File: src/rtl/bps_pkg.sv
package bps_pkg;
  localparam int WORD_W = 36;
  localparam int MAXB_W = 16;
  localparam int SZ_W   = 5;
  localparam int POS_W  = 3;

  typedef enum logic [2:0] {
    ST_IDLE, ST_RREQ, ST_RWAIT, ST_RSTREAM, ST_WFILL, ST_WWRITE
  } bps_state_e;

  typedef struct packed {
    logic             legal;
    logic [SZ_W-1:0]  bits;
    logic [POS_W-1:0] per_word;
  } bps_fmt_t;

  function automatic bps_fmt_t fmt_of(input logic [2:0] code);
    bps_fmt_t f;
    f = '0;
    case (code)
      3'd2: begin f.legal = 1'b1; f.bits = 5'd16; f.per_word = 3'd2; end
      3'd3: begin f.legal = 1'b1; f.bits = 5'd12; f.per_word = 3'd3; end
      3'd4: begin f.legal = 1'b1; f.bits = 5'd8;  f.per_word = 3'd4; end
      3'd5: begin f.legal = 1'b1; f.bits = 5'd7;  f.per_word = 3'd5; end
      3'd6: begin f.legal = 1'b1; f.bits = 5'd6;  f.per_word = 3'd6; end
      default: f = '0;
    endcase
    return f;
  endfunction
endpackage

File: src/rtl/bps_size_decode.sv
module bps_size_decode
  import bps_pkg::*;
(
  input  logic [2:0] code,
  output bps_fmt_t   fmt
);
  always_comb begin
    fmt = fmt_of(code);
    // the bytes of a legal size fill a word with fewer than s bits left over
    if (fmt.legal) begin
      a_r1_fit: assert ((int'(fmt.per_word) * int'(fmt.bits) <= WORD_W) &&
                        (int'(fmt.per_word) * int'(fmt.bits) + int'(fmt.bits) > WORD_W))
        else $error("a_r1_fit: size table inconsistent");
    end
  end
endmodule

File: src/rtl/bps_unpack.sv
module bps_unpack
  import bps_pkg::*;
(
  input  logic              clk,
  input  logic              rst,
  input  logic              load,
  input  logic [WORD_W-1:0] load_word,
  input  logic              advance,
  input  logic [SZ_W-1:0]   bits,
  output logic [MAXB_W-1:0] byte_o
);
  logic [WORD_W-1:0] sr_q;

  always_ff @(posedge clk) begin
    if (rst)          sr_q <= '0;
    else if (load)    sr_q <= load_word;
    else if (advance) sr_q <= sr_q << bits;
  end

  // The current byte always sits at the top of the shift register.
  assign byte_o = sr_q[WORD_W-1 -: MAXB_W] >> (SZ_W'(MAXB_W) - bits);
endmodule

File: src/rtl/bps_pack.sv
module bps_pack
  import bps_pkg::*;
(
  input  logic              clk,
  input  logic              rst,
  input  logic              clear,
  input  logic              insert,
  input  logic [POS_W-1:0]  pos,
  input  logic [SZ_W-1:0]   bits,
  input  logic [MAXB_W-1:0] byte_i,
  output logic [WORD_W-1:0] word_o
);
  logic [WORD_W-1:0] acc_q;
  logic [MAXB_W-1:0] masked;
  logic [WORD_W-1:0] placed;
  logic [5:0]        shamt;
  int                used;

  always_comb begin
    masked = byte_i & ({MAXB_W{1'b1}} >> (SZ_W'(MAXB_W) - bits));
    used   = int'(bits) * (int'(pos) + 1);
    shamt  = 6'(WORD_W - used);
    placed = {{(WORD_W-MAXB_W){1'b0}}, masked} << shamt;
  end

  always_ff @(posedge clk) begin
    if (rst || clear) acc_q <= '0;
    else if (insert)  acc_q <= acc_q | placed;
  end

  assign word_o = acc_q;
endmodule

File: src/rtl/bps_seq.sv
module bps_seq
  import bps_pkg::*;
#(
  parameter int ADDR_W = 18,
  parameter int CNT_W  = 12
) (
  input  logic              clk,
  input  logic              rst,
  input  logic              start,
  input  logic              dir,
  input  logic [2:0]        size_code,
  input  logic [CNT_W-1:0]  word_count,
  input  logic [ADDR_W-1:0] base_addr,
  output logic              busy,
  output logic              wc_ovf,
  output logic              size_err,
  output logic              rd_valid,
  input  logic              rd_ready,
  output logic [15:0]       rd_data,
  input  logic              wr_valid,
  output logic              wr_ready,
  input  logic [15:0]       wr_data,
  input  logic              wr_last,
  output logic              mem_req,
  output logic              mem_we,
  output logic [ADDR_W-1:0] mem_addr,
  output logic [35:0]       mem_wdata,
  input  logic [35:0]       mem_rdata
);
  bps_state_e        state_q;
  logic [ADDR_W-1:0] addr_q;
  logic [CNT_W-1:0]  cnt_q;
  logic [POS_W-1:0]  pos_q;
  logic [SZ_W-1:0]   bits_q;
  logic [POS_W-1:0]  per_word_q;
  logic              ovf_q, err_q, last_q;
  bps_fmt_t          fmt_in;

  logic take_start, rd_fire, wr_fire, word_end_rd, count_done;

  bps_size_decode u_dec (.code(size_code), .fmt(fmt_in));

  assign take_start  = start && (state_q == ST_IDLE);
  assign rd_fire     = (state_q == ST_RSTREAM) && rd_ready;
  assign wr_fire     = (state_q == ST_WFILL) && wr_valid;
  assign word_end_rd = (pos_q == per_word_q - 3'd1);
  assign count_done  = (cnt_q == CNT_W'(1));

  bps_unpack u_unpack (
    .clk(clk), .rst(rst),
    .load(state_q == ST_RWAIT), .load_word(mem_rdata),
    .advance(rd_fire), .bits(bits_q), .byte_o(rd_data)
  );

  bps_pack u_pack (
    .clk(clk), .rst(rst),
    .clear(state_q == ST_WWRITE || take_start), .insert(wr_fire),
    .pos(pos_q), .bits(bits_q), .byte_i(wr_data), .word_o(mem_wdata)
  );

  always_ff @(posedge clk) begin
    if (rst) begin
      state_q    <= ST_IDLE;
      addr_q     <= '0;
      cnt_q      <= '0;
      pos_q      <= '0;
      bits_q     <= '0;
      per_word_q <= '0;
      ovf_q      <= 1'b0;
      err_q      <= 1'b0;
      last_q     <= 1'b0;
    end else begin
      case (state_q)
        ST_IDLE: if (take_start) begin
          ovf_q  <= 1'b0;
          err_q  <= 1'b0;
          last_q <= 1'b0;
          pos_q  <= '0;
          if (!fmt_in.legal) begin
            err_q <= 1'b1;
          end else if (word_count == '0) begin
            ovf_q <= 1'b1;
          end else begin
            addr_q     <= base_addr;
            cnt_q      <= word_count;
            bits_q     <= fmt_in.bits;
            per_word_q <= fmt_in.per_word;
            state_q    <= dir ? ST_WFILL : ST_RREQ;
          end
        end
        ST_RREQ:  state_q <= ST_RWAIT;
        ST_RWAIT: state_q <= ST_RSTREAM;
        ST_RSTREAM: if (rd_fire) begin
          if (word_end_rd) begin
            pos_q  <= '0;
            addr_q <= addr_q + ADDR_W'(1);
            cnt_q  <= cnt_q - CNT_W'(1);
            if (count_done) begin
              ovf_q   <= 1'b1;
              state_q <= ST_IDLE;
            end else begin
              state_q <= ST_RREQ;
            end
          end else begin
            pos_q <= pos_q + 3'd1;
          end
        end
        ST_WFILL: if (wr_fire) begin
          if (word_end_rd || wr_last) begin
            last_q  <= wr_last;
            state_q <= ST_WWRITE;
          end else begin
            pos_q <= pos_q + 3'd1;
          end
        end
        ST_WWRITE: begin
          pos_q  <= '0;
          addr_q <= addr_q + ADDR_W'(1);
          cnt_q  <= cnt_q - CNT_W'(1);
          if (count_done) begin
            ovf_q   <= 1'b1;
            state_q <= ST_IDLE;
          end else if (last_q) begin
            state_q <= ST_IDLE;
          end else begin
            state_q <= ST_WFILL;
          end
        end
        default: state_q <= ST_IDLE;
      endcase
    end
  end

  assign busy     = (state_q != ST_IDLE);
  assign wc_ovf   = ovf_q;
  assign size_err = err_q;
  assign rd_valid = (state_q == ST_RSTREAM);
  assign wr_ready = (state_q == ST_WFILL);
  assign mem_req  = (state_q == ST_RREQ) || (state_q == ST_WWRITE);
  assign mem_we   = (state_q == ST_WWRITE);
  assign mem_addr = addr_q;

  // a stalled byte holds its value
  a_r8_hold: assert property (@(posedge clk) disable iff (rst)
    (rd_valid && !rd_ready) |=> (rd_valid && $stable(rd_data)))
    else $error("a_r8_hold");

  // an illegal size never reaches memory
  a_r5_no_access: assert property (@(posedge clk) disable iff (rst)
    size_err |-> !mem_req)
    else $error("a_r5_no_access");

  // no access once the count is spent
  a_r4_count_live: assert property (@(posedge clk) disable iff (rst)
    mem_req |-> (cnt_q != '0))
    else $error("a_r4_count_live");

  // overflow flag only while stopped
  a_r4_stopped: assert property (@(posedge clk) disable iff (rst)
    wc_ovf |-> !busy)
    else $error("a_r4_stopped");

  // a start while busy leaves the byte size alone
  a_r10_ignore: assert property (@(posedge clk) disable iff (rst)
    (busy && start) |=> $stable(bits_q))
    else $error("a_r10_ignore");
endmodule

File: config.mk
export PLATFORM = sky130hd
export DESIGN_NAME = bps_seq
export DESIGN_NICKNAME = d
export VERILOG_FILES = /design/src/rtl/bps_pkg.sv /design/src/rtl/bps_size_decode.sv /design/src/rtl/bps_unpack.sv /design/src/rtl/bps_pack.sv /design/src/rtl/bps_seq.sv
export SDC_FILE = /design/constraint.sdc
export NUM_CORES = 1
export LEC_CHECK = 0
export BUFFER_PORTS_ARGS = -buffer_cell sky130_fd_sc_hd__buf_4
export CORE_MARGIN = 3
export CORE_UTILIZATION = 57
export DETAILED_ROUTE_END_ITERATION = 8
export GPL_ROUTABILITY_DRIVEN = 0
export PLACE_DENSITY_LB_ADDON = 0.1
export SLEW_MARGIN = 20
export SYNTH_ARGS = -nofsm -noshare
export SYNTH_HDL_FRONTEND = slang
export SYNTH_HIERARCHICAL = 1
export SYNTH_SLANG_ARGS = --single-unit
File: constraint.sdc
create_clock -name clk -period 9.9 [get_ports clk]
set_clock_uncertainty 0.1 [all_clocks]
set_input_delay 0.495 -clock clk [delete_from_list [all_inputs] [get_ports clk]]
set_output_delay 0.495 -clock clk [all_outputs]
set_load 0.1 [all_outputs]
==> results of run 1 <==
## per-stage QoR
stage	util [%]	total power [mW]
final	68.0	2.78
after global routing	68.0	2.92
after CTS	68.0	2.75
after detailed placement	64.7	2.07
after global placement	64.7	2.05
after floorplan	-	1.77
## power breakdown
part	switching [mW]	internal (mW)
registers	0.137	0.562
logic	0.956	0.442
clock network	0.292	0.389
total	1.39	1.39
## layer usage
metal,wire length [um],vias up,share of wire [%]
met5,0,-,0
met4,1680,0,4.5
met3,4260,161,11
met2,16800,849,45
met1,15000,5670,40
li1,-,5485,-
## cells by family (layout without fill, tap and decap cells)
kind of cell	Yosys count	after routing	synth area share, %
adders and majority gates	25	25	3.16
DFF	119	119	21.5
muxes	137	137	17.0
buffers and inverters	144	246	6.29
xor gates and xnor gates	17	17	1.66
and+or+nand+nor	513	513	23.1
AOI/OAI and AO/OA	449	449	27.4
## worst min-delay path by stage
stage,startpoint,end,slack (ns),cells after the start
after floorplan,last_q,last_q,0.34,2
after global placement,u_pack/word_o[15],u_pack/word_o[15],0.34,2
after detailed placement,u_pack/word_o[14],u_pack/word_o[14],0.34,2
after CTS,start,size_err,0.19,2
after global routing,start,size_err,0.21,2
final,start,size_err,0.20,2
## layout make-up
class                      instances  area [sq um]
timing repair buffer             181          1360
inverter                          33           124
clock buffer                      17           425
tap                              260           325
sequential                       119          2390
clock inverter                    15           201
fill                            1631          6040
multi-input combinational       1141          8030
## sequential cells by signal (all words and copies together), names as in the netlist
| register | count |
|---|---|
| u_pack/word_o | 36 |
| u_unpack/sr_q | 36 |
| mem_addr | 18 |
| cnt_q | 12 |
| bits_q | 5 |
| per_word_q | 3 |
| pos_q | 3 |
| state_q | 3 |
| last_q | 1 |
| size_err | 1 |
| wc_ovf | 1 |
## placed cells by master (no fill, tap or decap), drive strengths merged, types with 17 or more instances in the layout
cell and n:
buf 181, inv 43, and2 25, o21ai 63
clkbuf 17, nand3 35, nand2b 19, o211ai 18
a31oi 24, a21o 17, nor3 40, mux4 35
nor2 138, dfxtp 119, mux2i 76, nor2b 25
ha 20, nand2 134, o22ai 21, and3 20
a21oi 139, mux2 26
==> flow_summary.yaml, run 1 <==
outcome:
  status: "complete, but fails checks"
  violations: "DRC"
yosys:
  synth_edf_count: 0
  async_flop_share_pct: 0
  synth_nets: 1521
  ys_ff_latch: 119
  synth_cells: 1404
  syn_avg_cell_area_sq_um: 7.90
  synth_top_area_cell: "dfxtp_1"
  yosysMostFrequentCell: "a21oi_1"
  synth_flop_cell: "dfxtp_1"
  syn-cell-area_sq_um: 11100
  yosysWarnings: 6
  synth_top_area_share_pct: 21.5
  yosysUniqueCellTypes: 95
  ys_seq_area_share_pct: 21.5
  synthTopCellsByCount: "a21oi_1 (139), nor2_1 (135), nand2_1 (134)"
  yosys-top-cells-area: "dfxtp_1 (21%), mux2i_1 (6.9%), a21oi_1 (6.3%)"
clocking:
  root_buffer: "clkbuf_16"
  cts.sinks: 119
  cts-resized-gates: 0
  ctsHoldBuffers: 0
  clockBufferDepth: 2
  htreeDepth: 4
  post_cts_buffers: 0
  cts.clk_slew.worst_paths_ns: 0.07
  clk_latency_ns: 0.43
  cts_buffers: 17
  cts_tree: "yes"
floorplan:
  io_pins: 169
  initial_core_util_pct: 58.7
  fp.dieW_um: 146
  num_rows: 50
  die-area_sq_um: 21200
  chipHeight_um: 146
  core-area_sq_um: 18900
pwr:
  powerDensity_nw_per_um2: 216
  leakagePower_nw: 4.95
  ir_drop_mv: 0.237
route:
  avgRoutedWirePerCell_um: 21.4
  drtIter0Drc: 1760
  wl_um: 37800
  vias: 12200
  drc: 3
  viasPerCell: 6.89
  drt_first_pass_iters: 9
  antenna_left: 0
critical_path:
  end_kind: "flip-flop"
  crit_path_end: "u_pack/word_o[24]"
  cp_num_cells: 12
  crit_path_frequent_cell: "fa_1"
  crit_buf_inv: 3
  critPathLaunchType: "flip-flop"
  crit_family: "adder cells"
  r2r-start: "bits_q[1]"
  r2r_cells: 12
  cp_cell_sequence: "buf_4 > and2_1 > ha_1 > fa_1 > fa_1 > inv_1 > fa_1 > inv_1 > nor2_1 > a32o_1 > nand4_1 > nand3_1"
  r2r_slack_ns: 4.24
  crit_start: "bits_q[1]"
  r2r_end: "u_pack/word_o[24]"
  cp_slowest_cell: "fa_1"
  cp.required_ns: 10.17
  crit_type: "flip-flop to flip-flop"
  critPathMaxFanout: 69
  cp.arrival_ns: 5.93
  cp_slowest_stage_delay_ns: 1.15
global_routing:
  grt_max_degree: 81
  grt.total_usage_pct: 34.3
  antenna_found_initial: 0
  met1_usage_pct: 47.8
  grt_use_met3_pct: 6.70
  grt_use_met2_pct: 52.4
  grt-ovfl-total: 0
  grt_pass1_wl_um: 60200
  grt_pass1_vias: 11200
  gr-max-usage-layer: "met2"
timing:
  relSlewSlack_pct: 25.4
  layout_setup_ws_ns: 4.24
  drv_slew: 0
  whs_ns: 0.202
  hold_viol_final: 0
  setup-violations-final: 0
  min_period_over_period_pct: 57.2
  fin_setup_tns_ns: 0
  fmax_mhz: 177
  layout_min_cycle_time_ns: 5.66
  worst_pin_slew_ns: 1.11
  rsz0062_at_grt: "no"
min_path:
  hold_path.class: "input pin to flip-flop"
placement:
  place_inst: 1734
  dp_hpwl_um: 26200
  pre_cts_ws_ns: 4.37
  placed_cell_area_sq_um: 12200
  io_buffers: 168
final_layout:
  fin_cells: 1766
  syn_to_final_growth_pct: 15.8
  drive_above_1_share_pct: 21.1
  nets: 1610
  fin_area_sq_um: 12900
  diodes: 0
run:
  drv_cap: 0
Note: power is estimated with default switching activity, not from simulation.
==> run 2: changes to the inputs <==
Settings changed: ABC_AREA from default to 1.
Clock period 9.9 ns to 5.7 ns, I/O delays scaled along.
==> flow_summary.yaml, run 2 <==
outcome:
  status: "completed"
final_layout:
  syn_to_final_growth_pct: 16.7
  filler_cell_count: 1636
  drive_above_1_share_pct: 14.4
  fin_cells: 2082
  diodes: 0
  nets: 1961
  mostFrequentLayoutCell: "nand2_1"
  fin_util_pct: 68.3
  final_cell_mix: "nand2_1 (446), nand3_1 (384), buf_4 (175)"
global_routing:
  grt_max_degree: 47
  grt.total_usage_pct: 31.7
  antenna_found_initial: 0
  grt_pass1_wl_um: 52400
  grt_pass1_vias: 11200
  grt-ovfl-total: 0
floorplan:
  fp.dieW_um: 140
  chipHeight_um: 140
  io_pins: 169
  num_rows: 48
  initial_core_util_pct: 58.6
  die-area_sq_um: 19500
  core-area_sq_um: 17400
yosys:
  yosys-top-cells-area: "dfxtp_1 (23%), nand3_1 (19%), nand2_1 (16%)"
  ys_seq_area_share_pct: 23.4
  yosysWarnings: 6
  syn-cell-area_sq_um: 10200
  synth_nets: 1857
  ys_ff_latch: 119
  synth_top_area_cell: "dfxtp_1"
  synth_top_area_share_pct: 23.4
  synth_cells: 1740
  synthTopCellsByCount: "nand2_1 (446), nand3_1 (384), nor2_1 (171)"
  synth_flop_cell: "dfxtp_1"
  yosysUniqueCellTypes: 47
  async_flop_share_pct: 0
  syn_avg_cell_area_sq_um: 5.84
  yosysMostFrequentCell: "nand2_1"
  synth_edf_count: 0
placement:
  dp_hpwl_um: 22700
  place_inst: 2050
  io_buffers: 168
critical_path:
  critPathMaxFanout: 24
  cp.required_ns: 5.88
  cp.arrival_ns: 5.17
  cp_cell_sequence: "ha_1 > xnor2_2 > nor2_1 > ha_1 > fa_1 > fa_1 > inv_1 > fa_1 > inv_1 > nand4_1 > nor2_1 > nor2_1 > nor2_1 > a21oi_1 > nor2_1"
  critPathLaunchType: "flip-flop"
  crit_type: "flip-flop to flip-flop"
  crit_path_frequent_cell: "nor2_1"
  end_kind: "flip-flop"
  cp_slowest_cell: "fa_1"
  cp_slowest_stage_delay_ns: 0.96
clocking:
  htreeDepth: 4
  cts_buffers: 17
  root_buffer: "clkbuf_16"
  ctsHoldBuffers: 0
  cts.clk_slew.worst_paths_ns: 0.06
  clk_latency_ns: 0.42
  post_cts_buffers: 0
  cts.sinks: 119
  clockBufferDepth: 2
  cts-resized-gates: 0
  cts_tree: "yes"
timing:
  drv_slew: 0
  relSlewSlack_pct: 35.0
  rsz0062_at_grt: "no"
  setup-violations-final: 0
  layout_min_cycle_time_ns: 4.99
  min_period_over_period_pct: 87.5
  fin_setup_tns_ns: 0
  hold_viol_final: 0
  worst_pin_slew_ns: 0.974
  fmax_mhz: 200
route:
  wl_um: 32200
  drc: 0
  avgRoutedWirePerCell_um: 15.4
  drtIter0Drc: 1441
  viasPerCell: 5.91
  drt_first_pass_iters: 6
  vias: 12300
  antenna_left: 0
pwr:
  powerDensity_nw_per_um2: 607
  ir_drop_mv: 0.453
  leakagePower_nw: 5.64
run:
  drv_cap: 0
min_path:
  hold_path.class: "input pin to flip-flop"
run 2: cell types whose count changed in the layout (fill, tap and decap cells not counted), moves of 24 or more:
cell,previous run,this run
nor2b_1,24,0
o21ai_0,57,84
mux2_2,24,0
nand2_1,134,446
nand3_1,35,384
mux2i_1,76,0
nor3_1,35,5
nor2_1,134,171
mux4_2,25,0
inv_1,30,145
run 2: final cells by class:
| class | count | area (sq um) | area share, % |
|---|---|---|---|
| clock inverters | 15 | 146 | 1.23 |
| well taps | 225 | 282 | 2.37 |
| clock buffers | 17 | 425 | 3.59 |
| flip-flops and latches | 119 | 2380 | 20.1 |
| multi-input cells | 1372 | 6720 | 56.6 |
| inverters | 159 | 597 | 5.03 |
| repair buffers | 175 | 1310 | 11.1 |
run 2: kinds of logic (layout without fill, tap and decap cells):
kind of cell             Yosys count  in the layout  synth area share [%]
buffers and inverters            249            366                  10.6
AO/OA/AOI/OAI                    251            251                  13.6
adder cells (fa/ha/maj)           25             25                  3.45
AND/OR/NAND/NOR                 1084           1084                  47.7
flip-flops                       119            119                  23.4
XOR/XNOR                          12             12                  1.26
run 2: worst paths after layout:
path | startpoint | end | slack (ns) | cells after the start
setup reg to reg | pos_q[0] | u_pack/word_o[33] | 0.71 | 15
setup / recovery | pos_q[0] | u_pack/word_o[33] | 0.71 | 15
hold / removal | mem_rdata[9] | u_unpack/sr_q[9] | 0.05 | 3
hold reg to reg | u_pack/word_o[15] | u_pack/word_o[15] | 0.35 | 2
run 2: through the flow:
step                      power [mW]  hold WS [ns]  worst slack [ns]  area [sq um]
final                           7.20        0.0463             0.711         11900
after global routing            7.73        0.0482             0.479         11900
after CTS                       7.10        0.0401             0.805         11900
after global placement          5.98         0.341             0.967         11300
after detailed placement        6.03         0.341             0.824         11300
after floorplan                 5.11         0.333              1.34         10200
run 2: report_power, final:
part	total (mW)	internal [mW]	leakage, nW	switching [mW]
clock	1.05	0.608	0.262	0.441
combinational	4.89	1.29	4.41	3.60
sequential	1.26	1.04	0.969	0.226
total	7.20	2.93	5.64	4.27
run 2: worst max-delay path, delay by kind of cell, from the launching register on:
| kind | cells | cell delay [ns] |
|---|---|---|
| DFF | 1 | 0.56 |
| and+or+nand+nor | 6 | 0.67 |
| xor gates and xnor gates | 1 | 0.16 |
| buffers and inverters | 2 | 0.62 |
| AOI/OAI and AO/OA | 1 | 0.14 |
| adders and majority gates | 5 | 2.59 |
run 2: routing by layer:
layer	global-route usage (%)	part of all wire, %	up-vias
met5	0	0	-
met4	10.8	2.6	0
met3	7.22	10	82
met2	51.7	45	687
met1	41.5	42	5566
li1	-	-	5973
==> run 3: changes to the inputs <==
Settings changed: CORE_ASPECT_RATIO from default to 2.
==> flow_summary.yaml, run 3 (same netlist as run 2, synthesis figures left out) <==
floorplan:
  fp.dieW_um: 100
  die-area_sq_um: 19600
  core-area_sq_um: 17400
  initial_core_util_pct: 58.6
  chipHeight_um: 195
  num_rows: 68
  io_pins: 169
timing:
  hold_viol_final: 0
  layout_setup_ws_ns: 0.775
  whs_ns: 0.0477
  relSlewSlack_pct: 41.4
  layout_min_cycle_time_ns: 4.93
  rsz0062_at_grt: "no"
  fin_setup_tns_ns: 0
  setup-violations-final: 0
  drv_slew: 0
  min_period_over_period_pct: 86.4
  fmax_mhz: 203
  worst_pin_slew_ns: 0.878
pwr:
  powerDensity_nw_per_um2: 615
  ir_drop_mv: 0.724
  leakagePower_nw: 5.68
clocking:
  cts.clk_slew.worst_paths_ns: 0.06
  cts.sinks: 119
  clk_latency_ns: 0.42
  clockBufferDepth: 2
  cts-resized-gates: 0
  ctsHoldBuffers: 0
  post_cts_buffers: 0
  htreeDepth: 4
  root_buffer: "clkbuf_16"
  cts_tree: "yes"
  cts_buffers: 17
final_layout:
  multi_input_area_sq_um: 6720
  final_cell_mix: "nand2_1 (446), nand3_1 (383), buf_4 (176)"
  mostFrequentLayoutCell: "nand2_1"
  nets: 1962
  fin_area_sq_um: 11900
  syn_to_final_growth_pct: 16.8
  regArea_sq_um: 2380
  filler_cell_count: 1694
  diodes: 0
  drive_above_1_share_pct: 14.3
critical_path:
  end_kind: "flip-flop"
  cp_slowest_stage_delay_ns: 0.94
  cp_cell_sequence: "ha_1 > xnor2_2 > nor2_1 > ha_1 > fa_1 > fa_1 > inv_1 > fa_1 > inv_1 > nand4_1 > nor2_1 > nor2_1 > nor2_1 > a21oi_1 > nor2_1"
  crit_type: "flip-flop to flip-flop"
  critPathLaunchType: "flip-flop"
  critPathMaxFanout: 24
  cp_slowest_cell: "fa_1"
  crit_path_frequent_cell: "nor2_1"
  cp.required_ns: 5.88
  cp.arrival_ns: 5.11
run:
  drv_cap: 0
global_routing:
  grt_pass1_wl_um: 54800
  antenna_found_initial: 0
  grt_max_degree: 47
  grt-ovfl-total: 0
  grt.total_usage_pct: 34.3
  grt_pass1_vias: 11700
route:
  viasPerCell: 6.02
  vias: 12400
  antenna_left: 0
  drtIter0Drc: 945
  drt_first_pass_iters: 9
  avgRoutedWirePerCell_um: 16.6
  drc: 0
  wl_um: 34300
placement:
  dp_hpwl_um: 25200
  io_buffers: 168
  pre_cts_ws_ns: 0.893
  placed_cell_area_sq_um: 11300
outcome:
  status: "completed"
min_path:
  hold_path.class: "input pin to flip-flop"
[run 3: cell types whose count changed in the layout (fill, tap and decap cells not counted), sizes merged]
cell	before	now
clkinvlp	6	0
clkinv	4	6
inv	163	159
clkbuf	17	23
buf	175	176
bufinv	1	3
[run 3: report_power, final]
group	leakage (nW)	total, mW	internal [mW]	switching, mW
sequential	0.969	1.27	1.04	0.229
clock	0.295	1.10	0.707	0.395
combinational	4.41	4.93	1.28	3.64
total	5.68	7.30	3.03	4.27
[run 3: routing by layer]
layer	global-route usage (%)	share of wire, %	vias up
met1	35.2	34	5636
li1	-	-	5977
met5	0	0	-
met4	23.5	7.5	0
met2	61.6	51	646
met3	5.60	7.1	181
[run 3: cell type report]
class | count | share of cell area (%)
flip-flops and latches | 119 | 20.1
clock buffers | 23 | 3.94
multi-input cells | 1372 | 56.6
well taps | 210 | 2.21
inverters | 159 | 5.03
repair buffers | 176 | 11.1
clock inverters | 9 | 1.04
[run 3: final timing paths]
kind	endpoint	startpoint	cells past startpoint	slack, ns
worst max register to register	u_pack/word_o[33]	pos_q[0]	15	0.77
worst min-delay path	u_unpack/sr_q[9]	mem_rdata[9]	3	0.05
worst min register to register	u_pack/word_o[7]	u_pack/word_o[7]	2	0.35
worst max-delay path	u_pack/word_o[33]	pos_q[0]	15	0.77
[run 3: stage by stage]
step | total power, mW | utilization (%) | cells
after floorplan | 5.11 | - | 1740
after global placement | 6.02 | 65.0 | 2036
after detailed placement | 6.08 | 65.0 | 2036
after CTS | 7.21 | 68.4 | 2068
after global routing | 7.80 | 68.4 | 2068
final | 7.30 | 68.4 | 2068
[run 3: worst max-delay path, delay by kind of cell, from the launching register on]
family	cells	cell delay [ns]
AOI/OAI and AO/OA	1	0.14
DFF	1	0.55
xor gates and xnor gates	1	0.17
adders and majority gates	5	2.58
and+or+nand+nor	6	0.61
buffers and inverters	2	0.61
